### config.mk
export PLATFORM = sky130hd
export DESIGN_NAME = bit_test_skip_unit
export DESIGN_NICKNAME = d
export VERILOG_FILES = /design/src/rtl/bit_test_skip_unit.sv
export SDC_FILE = /design/constraint.sdc
export NUM_CORES = 1
export LEC_CHECK = 0
export BUFFER_PORTS_ARGS = -buffer_cell sky130_fd_sc_hd__buf_2
export CAP_MARGIN = 5
export CORE_AREA = 10 10 61 63
export CTS_BUF_LIST = sky130_fd_sc_hd__clkbuf_16
export DETAILED_ROUTE_END_ITERATION = 6
export DIE_AREA = 0 0 71 73
export GPL_TIMING_DRIVEN = 0
export HOLD_SLACK_MARGIN = 0.1
export PLACE_DENSITY = 0.7
export SLEW_MARGIN = 5
export SYNTH_ARGS = -nofsm -noshare
export SYNTH_HDL_FRONTEND = slang
export SYNTH_SLANG_ARGS = --single-unit
### constraint.sdc
create_clock -name clk -period 1.5 [get_ports clk]
set_input_delay 0.075 -clock clk [delete_from_list [all_inputs] [get_ports clk]]
set_output_delay 0.075 -clock clk [all_outputs]
set_load 0.01 [all_outputs]
### src/rtl/bit_test_skip_unit.sv
module bit_test_skip_unit #(
  parameter int NIB   = 4,
  parameter int NSTAT = 4,
  localparam int SW   = (NSTAT > 1) ? $clog2(NSTAT) : 1
) (
  input  logic           clk,
  input  logic           rst,
  input  logic [2:0]     op_i,
  input  logic [NIB-1:0] mem_i,
  input  logic [NIB-1:0] mask_i,
  input  logic [SW-1:0]  sel_i,
  input  logic [NIB-1:0] unl_set_i,
  input  logic           unl_clr_i,
  output logic           skip_o
);

  localparam logic [2:0] OP_NOP  = 3'd0;
  localparam logic [2:0] OP_MT   = 3'd1;
  localparam logic [2:0] OP_MF   = 3'd2;
  localparam logic [2:0] OP_SSET = 3'd3;
  localparam logic [2:0] OP_SCLR = 3'd4;
  localparam logic [2:0] OP_ST   = 3'd5;
  localparam logic [2:0] OP_SF   = 3'd6;
  localparam logic [2:0] OP_UT   = 3'd7;

  logic [NIB-1:0] stat_q [NSTAT];
  logic [NIB-1:0] unl_q;
  logic [NIB-1:0] stat_sel, mem_m, stat_m, unl_m;
  logic           hit;

  assign stat_sel = stat_q[sel_i];
  assign mem_m    = mem_i & mask_i;
  assign stat_m   = stat_sel & mask_i;
  assign unl_m    = unl_q & mask_i;

  always_comb begin
    case (op_i)
      OP_MT:   hit = (mem_m == mask_i);
      OP_MF:   hit = (mem_m == '0);
      OP_ST:   hit = (stat_m == mask_i);
      OP_SF:   hit = (stat_m == '0);
      OP_UT:   hit = (unl_m == '0);
      default: hit = 1'b0;
    endcase
  end

  always_ff @(posedge clk) begin
    if (rst) begin
      for (int i = 0; i < NSTAT; i++) stat_q[i] <= '0;
    end else if (op_i == OP_SSET) begin
      stat_q[sel_i] <= stat_sel | mask_i;
    end else if (op_i == OP_SCLR) begin
      stat_q[sel_i] <= stat_sel & ~mask_i;
    end
  end

  always_ff @(posedge clk) begin
    if (rst) unl_q <= '0;
    else     unl_q <= (unl_q & ~{NIB{unl_clr_i}}) | unl_set_i;
  end

  always_ff @(posedge clk) begin
    if (rst) skip_o <= 1'b0;
    else     skip_o <= hit;
  end

  AST_MEM_TRUE: assert property (@(posedge clk) disable iff (rst)
    (op_i == OP_MT && (mem_i & mask_i) == mask_i) |=> skip_o);
  AST_MEM_FALSE: assert property (@(posedge clk) disable iff (rst)
    (op_i == OP_MF && (mem_i & mask_i) == '0) |=> skip_o);
  AST_STAT_SET: assert property (@(posedge clk) disable iff (rst)
    (op_i == OP_SSET) |=> ((stat_q[$past(sel_i)] & $past(mask_i)) == $past(mask_i)));
  AST_STAT_CLR: assert property (@(posedge clk) disable iff (rst)
    (op_i == OP_SCLR) |=> ((stat_q[$past(sel_i)] & $past(mask_i)) == '0));
  AST_MASK_ZERO: assert property (@(posedge clk) disable iff (rst)
    (mask_i == '0 && op_i != OP_NOP && op_i != OP_SSET && op_i != OP_SCLR) |=> skip_o);
  AST_UNL_STICKY: assert property (@(posedge clk) disable iff (rst)
    (unl_set_i != '0) |=> ((unl_q & $past(unl_set_i)) == $past(unl_set_i)));
  AST_UNL_CLEAR: assert property (@(posedge clk) disable iff (rst)
    (unl_clr_i && unl_set_i == '0) |=> (unl_q == '0));
  AST_NO_SKIP_NONTEST: assert property (@(posedge clk) disable iff (rst)
    (op_i == OP_NOP || op_i == OP_SSET || op_i == OP_SCLR) |=> !skip_o);
  AST_RESET_CLEARS: assert property (@(posedge clk)
    rst |=> (!skip_o && unl_q == '0));

endmodule

* Word-level counts from Yosys, hierarchy flattened
Memory sizes are Yosys's and may differ from the RTL's.
Index checks and enable logic that the tools add are counted.
** Cells by class
- Equal/unequal tests :: 9
- Mux-type cells :: 14
- Bitwise operators :: 10
- Reductions and logical operators :: 4
** Operators by type and width (count)
- $and A4 B4 Y4 :: 5
- $eq A3 B3 Y1 const B :: 4
- $logic_not A4 Y1 :: 3
- $mux W1 :: 10
- $eq A4 B4 Y1 :: 2
- $mux W4 :: 2
- $not A4 Y4 :: 2
- $or A4 B4 Y4 :: 2
- $eq A3 B2 Y1 const B :: 2
- $pmux W1 S5 :: 1
- $reduce_or A4 Y1 :: 1
- $eq A3 B1 Y1 const B :: 1
- $mux W2 :: 1
- $or A1 B1 Y1 :: 1
** Storage, ports and cells
- Register bits :: 5
- Memory bits (writable) :: 16
- Input port bits :: 20
- Output and inout bits :: 1
- Memories :: 1
** Memory list
- stat_q :: depth 4, bits a word 4, rd ports 1, clocked after memory_dff 0, write ports 4, RTL line 26 : logic [NIB-1:0] stat_q [NSTAT];

* Longest topological paths before layout
- Depth after elaboration :: 8
- Gate-level depth with buffers :: 5
- Gate-level depth less buffers :: 4

* Worst setup path before layout
No wires, ideal clock.
- Path type :: register -> register
- Start point :: memory stat_q[1][1]
- End point :: memory stat_q[2][1], data pin
- Library setup time :: 0.257 ns
- Arrival time :: 1.281 ns
- Data required time :: 1.243 ns
- Setup slack :: -0.038 ns
- Stages on the path, launching flop included :: 5
- Clock period less this slack :: 1.538 ns
- Cells stage by stage :: edfxtp_1 -> mux4_1 -> mux2_2 -> nand2_1 -> nor2_1
** RTL lines (RTL line)
- start, declared :: 26

* Worst setup path in the final report
- Start point :: memory stat_q[2][0]
- End point :: register skip_o
** Between the ends
- Cells in the longest elaborated chain, start to end :: 4
- Elaborated cells between the ends (all ways) :: 5
- Classes of those cells :: eq/ne: 1; mux: 1; bitwise: 1; reduce/logical: 1; memory: 1
** RTL lines
- $mem_v2 Z4 W4 (*)
- $and A4 B4 Y4 (*) :: RTL line 33 : assign stat_m = stat_sel & mask_i;
- $eq A4 B4 Y1 or $logic_not A4 Y1 (tied branches) :: RTL line 40, 41
- $pmux W1 S5 (*) :: RTL line 37 : case (op_i)
- end signal, assigned :: RTL line 64 : else skip_o <= hit;
- end, declared :: RTL line 14 : output logic skip_o
Mark *: on every way between the ends. The rest lies on a longest branch, timed or not.
A chain may end at the register's enable or synchronous reset.

==> metrics <==
status complete, but fails checks; failing checks negative setup slack; Vias/cell 5.47; wire length on met1 about 1200 um; most frequent cells after synthesis edfxtp_1, nand2_1, nor2_1; via count 946; asr flop ratio synth 0%; # placed instances 160; cell with the most instances after synthesis edfxtp_1; gpl congestion a little over 0.8; ys flop type edfxtp_1; clk_lat worst skew around 0.25 ns; Die H 73 um; Period Utilization, post-route 107%; vias in the first global route 974; clk slew on worst S/H paths about 0.06 ns; Worst Max-Slew Pin Slew 0.386 ns; Critical Path, Cell by Cell mux4_2 > nor3b_2 > a2bb2oi_1 > a221o_1; Slowest cell on crit path mux4_2; Startpoint Class flip-flop; area grow syn2layout 32.0%; multiplexer area fraction after synthesis 13.1%; Syn. warnings 0; Crit Path Category reg2reg; die width 71 um; element type at the critical path end flip-flop; Max Used Layer met4; Adder-Cell Fraction of Synth Area 0%; final instance area approximately 1600 um2; Routed met2 length 1440 um; Hold Crit Class in2reg; # nets final ~160; Total Wirelength 2750 um; pwr dens a little over 900 nW/um2; Final Total Pwr 1.46 mW; # Max-Cap Violations 0; Final Hold Fails 0; cell taking the most area after synthesis edfxtp_1; initial DRC count 121; htree depth 1; RSZ-0062 raised after global routing true; Starting Density 46.4%; worst path arrival time 1.74 ns; clk_skew 0.00217 ns; post-synth top area share 39.6%; synthesized flop and latch total 21; leak pwr 0.660 nW; Max Slew Vio Count 0; Tmin final about 1.6 ns; library cells used by synthesis 36; CTS Root Cell clkbuf_16; VDD IR-drop max 0.000730 V; CTS tree done; first-pass iteration count of the detailed router 4; Core Rows 19; IO buf count 20; Clk pwr share 38.1%; Synth Instances 109; final setup TNS -0.989 ns; dpl cell area ~1400 um2; Worst Path Required 1.64 ns; Die Area 5180 um2; grt total ovfl 0; share of cells above drive strength 1 45.1%; fin worst setup slack -0.101 ns; Internal about 1.1 mW; Bufs on Longest Clock Path 2; hold slack final 0.184 ns; synthesized area 1210 um2; Crit path largest cell delay roughly 0.50 ns; Comb power frac 16.4%; CTS Sinks 21; Place WS -0.442 ns; top post-synthesis cells by area edfxtp_1, dfxtp_1, mux4_2, mux2_2, nand2_1; register area share after synthesis a little under half; DRC violations left 0; Post-DRT Antenna Nets 0; sequential share of power 45.5%; diode count 0; Top Ports 21; Synth Area per Inst 11.1 um2; final core occ 61.2%; crit-path max FO 2; syn_nets 129; combinational family with the most area after synthesis simple AND/OR/NAND/NOR gates; Synth Area in Simple Gates about a fifth; Post-Synth XOR/XNOR Area 0%; EDFF count, synth 16; Switch Pwr 329 uW; Total Routing Usage GR 11.0%; non-filler cells, final 173; drt wl/cell 15.9 um; compound-gate portion of the synthesized area 14.3%; fmax between 600 and 700 MHz; antenna violations before repair 0; Setup-failing EPs final 17; net switching fraction of the power 22.5%; first-pass GRT wire length 4650 um; post-DP HPWL ~2000 um; length of routed met3 wiring 93 um; largest net degree at the start of global routing 13; core area 2620 um2; CTS buffer count 3; Worst slew margin 73.6%
## layer usage
| layer | track usage (%) | vias up |
|---|---|---|
| met2 | 18.9 | 16 |
| li1 | - | 465 |
| met4 | 4.95 | 0 |
| met1 | 13.0 | 463 |
| met3 | 2.18 | 2 |
| met5 | 0 | - |
## registers in the layout, indices dropped and copies added (netlist names)
register,flops
skip_o,1
stat_q,16
unl_q,4
## final timing paths
path                startpoint  endpoint  slack [ns]  cells past startpoint
hold reg to reg       unl_q[0]  unl_q[0]        0.49                      2
setup reg to reg  stat_q[2][0]    skip_o       -0.10                      4
hold / removal       unl_clr_i  unl_q[1]        0.18                      4
setup / recovery  stat_q[2][0]    skip_o       -0.10                      4
## what timing repair did
action                     in CTS  in global routing
pin swaps                       7                  3
setup endpoints to repair      29                 29
hold endpoints to repair        4                  0
hold buffers                    4                  0
setup buffers                   3                  2
resized for setup              19                 10
## cell type report
cell class / count / area, um2
fill: 213 / 1010
multi-input combinational: 77 / 652
sequential: 21 / 581
timing repair buffer: 29 / 178
clock buffer: 3 / 75.1
buffer: 5 / 50.0
tap: 31 / 38.8
inverter: 6 / 22.5
clock inverter: 1 / 5.00
## power by group through the flow
stage          clock (mW)  sequential [mW]  combinational (mW)
2_1_floorplan           0            0.675               0.127
3_3_place_gp            0            0.675               0.192
3_5_place_dp            0            0.677               0.195
4_1_cts             0.573            0.665               0.231
5_1_grt             0.593            0.667               0.262
6_report            0.557            0.665               0.239
## worst max-delay path: cells and delay by family (launching register included)
kind            cells  cell delay [ns]
compound gates      2             0.43
flops               1             0.38
mux                 1             0.50
simple gates        1             0.18
## placed cells by master (no fill, tap or decap), drive strengths merged, types with 2 or more instances in the layout
master and n:
nor2b 3, mux2i 2, clkbuf 3, a21boi 2
a2111oi 2, inv 6, nand2 12, nand3b 4
mux4 4, dfxtp 5, dlygate4sd3 4, nor2 12
or2b 2, a21oi 9, mux2 4, or3b 2
edfxtp 16, a22oi 2, nand2b 4, buf 30
## cell families after synthesis
logic type	after synthesis
compound gates	22
buf+inv	11
flops	21
mux	10
simple gates	45
(Power assumes the default switching activity.)
